## src/rtl/qpwm_pkg.sv

```systemverilog
package qpwm_pkg;
  localparam int NUM_CH = 4;
  localparam int DW     = 32;
  localparam int AW     = 8;

  localparam logic [AW-1:0] POL_ADDR   = 8'h40;
  localparam logic [AW-1:0] RUN_ADDR   = 8'h44;
  localparam logic [AW-1:0] OE_ADDR    = 8'hD0;
  localparam int            CH_STRIDE  = 8;
  localparam int            PER_OFFSET = 4;
endpackage

```

## src/rtl/qpwm_regs.sv

```systemverilog
module qpwm_regs
  import qpwm_pkg::*;
#(
  parameter int N_CH   = NUM_CH,
  parameter int DATA_W = DW,
  parameter int ADDR_W = AW
) (
  input  logic                         clk_i,
  input  logic                         rst_ni,
  input  logic [ADDR_W-1:0]            addr_i,
  input  logic                         we_i,
  input  logic [DATA_W-1:0]            wdata_i,
  output logic [DATA_W-1:0]            rdata_o,
  output logic [N_CH-1:0][DATA_W-1:0]  act_o,
  output logic [N_CH-1:0][DATA_W-1:0]  per_o,
  output logic [N_CH-1:0]              pol_o,
  output logic [N_CH-1:0]              run_o,
  output logic [N_CH-1:0]              oe_o
);
  localparam int PAD_W = DATA_W - N_CH;

  logic [N_CH-1:0][DATA_W-1:0] act_q, per_q;
  logic [N_CH-1:0]             pol_q, run_q, oe_q;

  for (genvar c = 0; c < N_CH; c++) begin : g_ch_regs
    localparam logic [ADDR_W-1:0] ACT_A = ADDR_W'(c * CH_STRIDE);
    localparam logic [ADDR_W-1:0] PER_A = ADDR_W'(c * CH_STRIDE + PER_OFFSET);

    always_ff @(posedge clk_i or negedge rst_ni) begin
      if (!rst_ni) begin
        act_q[c] <= '0;
        per_q[c] <= '0;
      end else if (we_i) begin
        if (addr_i == ACT_A) act_q[c] <= wdata_i;
        if (addr_i == PER_A) per_q[c] <= wdata_i;
      end
    end
  end

  always_ff @(posedge clk_i or negedge rst_ni) begin
    if (!rst_ni) begin
      pol_q <= '0;
      run_q <= '0;
      oe_q  <= '0;
    end else if (we_i) begin
      if (addr_i == POL_ADDR) pol_q <= wdata_i[N_CH-1:0];
      if (addr_i == RUN_ADDR) run_q <= wdata_i[N_CH-1:0];
      if (addr_i == OE_ADDR)  oe_q  <= wdata_i[N_CH-1:0];
    end
  end

  always_comb begin
    rdata_o = '0;
    for (int c = 0; c < N_CH; c++) begin
      if (addr_i == ADDR_W'(c * CH_STRIDE))              rdata_o = act_q[c];
      if (addr_i == ADDR_W'(c * CH_STRIDE + PER_OFFSET)) rdata_o = per_q[c];
    end
    if (addr_i == POL_ADDR) rdata_o = {{PAD_W{1'b0}}, pol_q};
    if (addr_i == RUN_ADDR) rdata_o = {{PAD_W{1'b0}}, run_q};
    if (addr_i == OE_ADDR)  rdata_o = {{PAD_W{1'b0}}, oe_q};
  end

  assign act_o = act_q;
  assign per_o = per_q;
  assign pol_o = pol_q;
  assign run_o = run_q;
  assign oe_o  = oe_q;
endmodule

```

## src/rtl/qpwm_chan.sv

```systemverilog
module qpwm_chan
  import qpwm_pkg::*;
#(
  parameter int DATA_W = DW
) (
  input  logic              clk_i,
  input  logic              rst_ni,
  input  logic              run_i,
  input  logic              pol_i,
  input  logic [DATA_W-1:0] act_i,
  input  logic [DATA_W-1:0] per_i,
  output logic              pwm_o,
  output logic              idle_hi_o
);
  logic [DATA_W-1:0] act_sh_q, per_sh_q, cnt_q;
  logic              wrap;
  logic              lvl;

  // shadows follow programmed values only while stopped
  always_ff @(posedge clk_i or negedge rst_ni) begin
    if (!rst_ni) begin
      act_sh_q <= '0;
      per_sh_q <= '0;
    end else if (!run_i) begin
      act_sh_q <= act_i;
      per_sh_q <= per_i;
    end
  end

  assign wrap = (per_sh_q == '0) || (cnt_q >= per_sh_q - 1'b1);

  always_ff @(posedge clk_i or negedge rst_ni) begin
    if (!rst_ni)     cnt_q <= '0;
    else if (!run_i) cnt_q <= '0;
    else if (wrap)   cnt_q <= '0;
    else             cnt_q <= cnt_q + 1'b1;
  end

  assign idle_hi_o = (act_sh_q == '0) && (per_sh_q == '0);
  assign lvl       = run_i && (cnt_q < act_sh_q);
  assign pwm_o     = idle_hi_o ? 1'b1 : (lvl ^ pol_i);
endmodule

```

## src/rtl/quad_pwm_ctrl.sv

```systemverilog
module quad_pwm_ctrl
  import qpwm_pkg::*;
#(
  parameter int N_CH   = NUM_CH,
  parameter int DATA_W = DW,
  parameter int ADDR_W = AW
) (
  input  logic              clk_i,
  input  logic              rst_ni,
  input  logic [ADDR_W-1:0] addr_i,
  input  logic              we_i,
  input  logic [DATA_W-1:0] wdata_i,
  output logic [DATA_W-1:0] rdata_o,
  output logic [N_CH-1:0]   pwm_o,
  output logic [N_CH-1:0]   pwm_oe_o
);
  logic [N_CH-1:0][DATA_W-1:0] act_w, per_w;
  logic [N_CH-1:0]             pol_w, run_w, oe_w, idle_w;

  qpwm_regs #(.N_CH(N_CH), .DATA_W(DATA_W), .ADDR_W(ADDR_W)) regs_i (
    .clk_i   (clk_i),
    .rst_ni  (rst_ni),
    .addr_i  (addr_i),
    .we_i    (we_i),
    .wdata_i (wdata_i),
    .rdata_o (rdata_o),
    .act_o   (act_w),
    .per_o   (per_w),
    .pol_o   (pol_w),
    .run_o   (run_w),
    .oe_o    (oe_w)
  );

  for (genvar c = 0; c < N_CH; c++) begin : g_chan
    qpwm_chan #(.DATA_W(DATA_W)) chan_i (
      .clk_i     (clk_i),
      .rst_ni    (rst_ni),
      .run_i     (run_w[c]),
      .pol_i     (pol_w[c]),
      .act_i     (act_w[c]),
      .per_i     (per_w[c]),
      .pwm_o     (pwm_o[c]),
      .idle_hi_o (idle_w[c])
    );
  end

  assign pwm_oe_o = oe_w;
endmodule

```

## config.mk

```make
export PLATFORM = sky130hd
export DESIGN_NAME = quad_pwm_ctrl
export DESIGN_NICKNAME = d
export VERILOG_FILES = /design/src/rtl/qpwm_pkg.sv /design/src/rtl/qpwm_regs.sv /design/src/rtl/qpwm_chan.sv /design/src/rtl/quad_pwm_ctrl.sv
export SDC_FILE = /design/constraint.sdc
export NUM_CORES = 1
export LEC_CHECK = 0
export ABC_AREA = 1
export BUFFER_PORTS_ARGS = -buffer_cell sky130_fd_sc_hd__buf_2
export CORE_ASPECT_RATIO = 1.5
export CORE_MARGIN = 10
export CORE_UTILIZATION = 35
export CTS_CLUSTER_DIAMETER = 60
export DETAILED_ROUTE_END_ITERATION = 16
export GPL_TIMING_DRIVEN = 0
export PLACE_DENSITY = 0.52
export RECOVER_POWER = 50
export SLEW_MARGIN = 40
export SYNTH_ARGS = -nofsm -noshare
export SYNTH_HDL_FRONTEND = slang
export SYNTH_SLANG_ARGS = --single-unit
export TNS_END_PERCENT = 20
```

## constraint.sdc

```tcl
create_clock -name clk_i -period 4.1 [get_ports clk_i]
set_clock_uncertainty 0.1 [all_clocks]
set_input_delay 0.205 -clock clk_i [delete_from_list [all_inputs] [get_ports clk_i]]
set_output_delay 0.205 -clock clk_i [all_outputs]
set_load 0.01 [all_outputs]
```

* Yosys cells after proc, flatten, opt, wreduce, memory -nomap -nowiden
Cells that the tools add are included.
Word-level totals: register bits after elaboration 652, input port bits 43, output and inout bits 40, logic and storage cells 108
Operators by class: $add $sub $neg 8, magnitude comparators 8, equal/unequal tests 10, multiplexer cells 23, bitwise logic cells 4, reductions and logical operators 32
Operators by type and width (count):
- 2-to-1 mux 32 bit | 19
- logical NOT 32 bit | 8
- adder 32 x 1 -> 32 bit (second input constant) | 4
- >= comparator 32 bit | 4
- < comparator 32 bit | 4
- subtractor 32 x 1 -> 32 bit (second input constant) | 4
- equality test 8 x 5 -> 1 bit (second input constant) | 4
- AND reduction 2 bit | 11
- equality test 8 x 4 -> 1 bit (second input constant) | 2
- equality test 8 x 7 -> 1 bit (second input constant) | 2
- equality test 8 x 3 -> 1 bit (second input constant) | 1
- equality test 8 bit (second input constant) | 1
- logical AND 1 bit | 8
- logical NOT 8 bit | 1
- logical OR 1 bit | 4
- 2-to-1 mux 1 bit | 4
- bitwise XOR 1 bit | 4

* Longest topological paths before layout
depth in word-level cells 12, mapped depth 22, gate-level depth less buffers 21

* Cells and area by module
A second synthesis with hierarchy kept.
Unflattened totals: cells, all modules 5017, area, all modules 38580.8 um^2
Modules (own cells, without submodules):
- qpwm_chan (g_chan[0].chan_i ...) | instances 3, cells each 902, area each 6717.7 um^2, seq. area each 2402.3 um^2
- qpwm_regs | instances 1, cells each 1407, area each 11711.2 um^2, seq. area each 6706.4 um^2
- qpwm_chan (g_chan[1].chan_i) | instances 1, cells each 904, area each 6716.4 um^2, seq. area each 2402.3 um^2

* Worst setup path after synthesis
No wires, ideal clock.
kind register -> register, start point reg g_chan[1].chan_i.per_sh_q[0], end point reg g_chan[1].chan_i.cnt_q[2], setup time 136 ps, arrival time 2727 ps, data required time 3864 ps, slack 1137 ps, cell stages (with the launch flop) 20, path buffers 1, clock period less this slack 2963 ps, cell sequence dfrtp_1 -> inv_1 -> ha_1 -> inv_1 -> nor2_4 -> nand3_1 -> nor2_2 -> nand3_1 -> nor2_1 -> nand3_1 -> xor2_1 -> inv_1 -> ha_1 -> nand3_1 -> nor3_1 -> nor2b_1 -> nand2_1 -> nand4_1 -> buf_2 -> nor3_1
On the way: word-level cells in the longest chain between the ends 5, elaborated cells between the ends (all ways) 6, those cells by class add/sub: 1; order compare: 1; mux: 2; reduce/logical: 2
RTL lines:
- start: declaration | line qpwm_chan.sv:15 | logic [DATA_W-1:0] act_sh_q, per_sh_q, cnt_q;
- start signal: assignment | line qpwm_chan.sv:26 | per_sh_q <= per_i;
- subtractor 32 x 1 -> 32 bit | line qpwm_chan.sv:30 | assign wrap = (per_sh_q == '0) || (cnt_q >= per_sh_q - 1'b1);
- >= comparator 32 bit | line qpwm_chan.sv:30
- logical OR 1 bit * | line qpwm_chan.sv:30
- 2-to-1 mux 32 bit * | line qpwm_chan.sv:35 | else if (wrap) cnt_q <= '0;
- 2-to-1 mux 32 bit * | line qpwm_chan.sv:34 | else if (!run_i) cnt_q <= '0;
- end signal: assignment | line qpwm_chan.sv:36 | else cnt_q <= cnt_q + 1'b1;
- end: declaration | line qpwm_chan.sv:15
Every way passes the cells marked *; elsewhere a longest branch is shown, timed or not. A chain may end at the register's enable or synchronous reset.

* Final worst setup path
start point reg g_chan[1].chan_i.per_sh_q[0], end point reg g_chan[1].chan_i.cnt_q[10]
The elaborated chain is that of the path after synthesis.

==> flow_metrics.env <==
export IMPL_nFillCells=11500
export IMPL_worst_slack_ps=275
export IMPL_wire_per_inst_um=21.7
export IMPL_dr_pass1_iters=7
export IMPL_synth_top_area_share=0.427
export IMPL_die_area_um2=123000
export IMPL_pwr_density_cell_nw_per_um2=397
export IMPL_yosysWarnings=0
export IMPL_status="finished, violations left"
export IMPL_cpPeakStageDelay_ps=370
export IMPL_final_period_utilization=0.933
export IMPL_yosys_top_cells_area="dfrtp_1, nand2_1, ha_1"
export IMPL_switchingPower_mw=5.45
export IMPL_finalCriticalPeriod_ps=3830
export IMPL_worstHoldPathType="input pin to flip-flop"
export IMPL_vias=34300
export IMPL_vdd_drop_max_uv=289
export IMPL_end_kind="flip-flop"
export IMPL_ys_flop_type="dfrtp_1"
export IMPL_ant_nets=0
export IMPL_grt_max_degree=100
export IMPL_max_freq_mhz=261
export IMPL_drv_slew=191
export IMPL_dp_worst_setup_slack_ps=206
export IMPL_synth_area_leader_cell="dfrtp_1"
export IMPL_io_buffers=82
export IMPL_rows=148
export IMPL_clk_path_buf_depth=3
export IMPL_cp_data_required_time_ps=4540
export IMPL_cpMostUsedCell="nand3_1"
export IMPL_multiInputGateArea_um2=18900
export IMPL_ys_top_cells_by_count="nand2_1, dfrtp_1, inv_1, o21ai_0, nor2_1"
export IMPL_io_pins=83
export IMPL_arrival_ps=4260
export IMPL_seq_power_share=0.406
export IMPL_viasPerCell=5.16
export IMPL_cts_htree_levels=3
export IMPL_synth_area_per_cell_um2=7.66
export IMPL_yosysSeqAreaShare=0.427
export IMPL_total_power_mw=17.2
export IMPL_violations="max-capacitance violations, max-slew violations"
export IMPL_synth_most_common_cell="nand2_1"
export IMPL_route_detailed_drc=0
export IMPL_cts_sinks=652
export IMPL_numCtsBuffers=74
export IMPL_syn_to_final_growth_pct=12.9
export IMPL_coreArea_um2=109000
export IMPL_slew_headroom=-1.02
export IMPL_finalHoldViolations=0
export IMPL_intPower_mw=11.7
export IMPL_cts_setup_buffers=0
export IMPL_synthDistinctLibCells=46
export IMPL_worst_slew_pin_slew_ps=3030
export IMPL_antenna_found_initial=5
export IMPL_drt_initial_drc_count=2727
export IMPL_switching_share=0.318
export IMPL_syn_num_nets=5295
export IMPL_setup_viol=0
export IMPL_leakage_nw=21.1
export IMPL_critPathBufInv=4
export IMPL_critPathTopFamily="simple AND/OR/NAND/NOR gates"
export IMPL_clockRootBuffer="clkbuf_16"
export IMPL_utilization=0.398
export IMPL_post_route_cells_drive_above_1_share=0.0664
export IMPL_synth_edf_count=0
export IMPL_track_usage=0.230
export IMPL_cp_max_fo=10
export IMPL_fp_dieH_um=425
export IMPL_final_nets=5477
export IMPL_regArea_um2=16300
export IMPL_hold_ws_ps=21.5
export IMPL_grt_pass1_vias=34600
export IMPL_crit_type="flip-flop to flip-flop"
export IMPL_cts_clk_slew_worst_paths_ps=60
export IMPL_clk_latency_ps=680
export IMPL_grt_setup_unrepaired="yes"
export IMPL_start_kind="flip-flop"
export IMPL_start_util=0.352
export IMPL_overflow=0
export IMPL_cap_viol_max_count=3
export IMPL_crit_path_top_delay_cell="dfrtp_1"
export IMPL_synth_seq_cells=652
export IMPL_place_gp_congestion=0.941
export IMPL_synthCells=4992
export IMPL_synth_async_reset_ratio=1.00
export IMPL_routed_wl_um=144000
export IMPL_grt_pass1_wl_um=216000
export IMPL_dp_final_hpwl_um=113000
export IMPL_die_x_um=290
export IMPL_cts_tree="done"
export IMPL_syn_cell_area_um2=38200
export IMPL_cp_cell_sequence="inv_1, ha_1, inv_1, nor2_4, nand3_1, nor2_2, nand3_1, nor2_1, nand3_1, xor2_1, inv_1, ha_1, nand3_1, nor3_1, nor2b_1, nand2_1, nand4_1, buf_2, nor3_1"
export IMPL_pwr_share_comb=0.192
export IMPL_clockPowerShare=0.402
[registers in the layout, summed over array words and instances (netlist names)]
name	flops
regs_i.oe_o	4
g_chan.chan_i.cnt_q	128
regs_i.pol_o	4
regs_i.run_o	4
g_chan.chan_i.per_sh_q	128
regs_i.act_o	128
regs_i.per_o	128
g_chan.chan_i.act_sh_q	128
[layout make-up]
| cell class | count | area share |
|---|---|---|
| Multi-Input combinational cell | 3583 | 0.438 |
| Sequential cell | 652 | 0.378 |
| Inverter | 591 | 0.0514 |
| Clock buffer | 103 | 0.0492 |
| Tap cell | 1425 | 0.0413 |
| Buffer | 166 | 0.0174 |
| Timing Repair Buffer | 106 | 0.0167 |
| Clock inverter | 26 | 0.00748 |
| Antenna cell | 2 | 0.000116 |
[worst reg2reg max path: cells and delay by family, from the launching register on]
family | cells | cell delay (ps)
adders and majority gates | 2 | 490
buffers and inverters | 4 | 590
xor gates and xnor gates | 1 | 240
DFF | 1 | 370
and+or+nand+nor | 12 | 1870
[through the flow]
stage                     area (um^2)  instances  TNS [ps]
after floorplan                 38200       4992         0
after global routing            43100       6652      -227
after global placement          40400       6499  -7671700
after CTS                       43300       6652         0
after detailed placement        40600       6506         0
final                           43200       6654         0
[metal layers]
layer	wire (um)	global-route usage
met3	6680	0.0280
met5	13	0
met4	7090	0.112
met2	73000	0.415
met1	57600	0.267
[cell families after synthesis]
kind of cell    Yosys count  share of synthesized area
buf+inv                 757                     0.0778
compound gates          746                      0.102
fa+ha+maj               260                     0.0851
simple gates           2431                      0.275
xor+xnor                146                     0.0334
flops                   652                      0.427
[power by group through the flow]
stage	logic, mW	clock network (mW)	registers (mW)
2_1_floorplan	2.19	0	6.96
3_3_place_gp	3.24	0	7.08
4_1_cts	3.35	7.01	6.96
5_1_grt	3.73	7.25	6.99
6_report	3.29	6.90	6.97
3_5_place_dp	3.32	0	7.08
[timing repair]
item                                    in CTS  in global routing
endpoints found under the setup margin       0                 24
endpoints found under the hold margin      202                  0
resized for setup                            0                  1
hold buffers                                17                  0
[layout by cell type, fill, tap and decap left out, drive strengths merged, types with 3 or more instances in the layout]
cell,instances
bufinv,5
xnor2,38
o21ai,541
ha,260
nor2b,6
a31o,3
buf,123
clkinv,15
nor3b,4
nor3,159
clkbuf,235
dlygate4sd3,16
nand3,196
inv,595
a21oi,144
nand4,133
or2,40
nand2,1391
o211ai,25
nor4,45
xor2,108
nor2,439
nand3b,16
a21o,10
dfrtp,652
o21a,15
[path summary, 6_finish.rpt]
kind	start	endpoint	slack [ps]	cells past startpoint
setup / recovery	g_chan[1].chan_i.per_sh_q[0]$_DFFE_PN0N_	g_chan[1].chan_i.cnt_q[10]$_DFF_PN0_	270	19
hold / removal	wdata_i[24]	regs_i.per_o[120]$_DFFE_PN0P_	20	3
setup reg to reg	g_chan[1].chan_i.per_sh_q[0]$_DFFE_PN0N_	g_chan[1].chan_i.cnt_q[10]$_DFF_PN0_	270	19
hold reg to reg	g_chan[1].chan_i.per_sh_q[4]$_DFFE_PN0N_	g_chan[1].chan_i.per_sh_q[4]$_DFFE_PN0N_	380	2
max in group asynchronous	rst_ni	g_chan[3].chan_i.cnt_q[28]$_DFF_PN0_	640	5
min in group asynchronous	rst_ni	g_chan[0].chan_i.act_sh_q[7]$_DFFE_PN0N_	870	3
No activity file was read; power rests on OpenSTA's default activity.
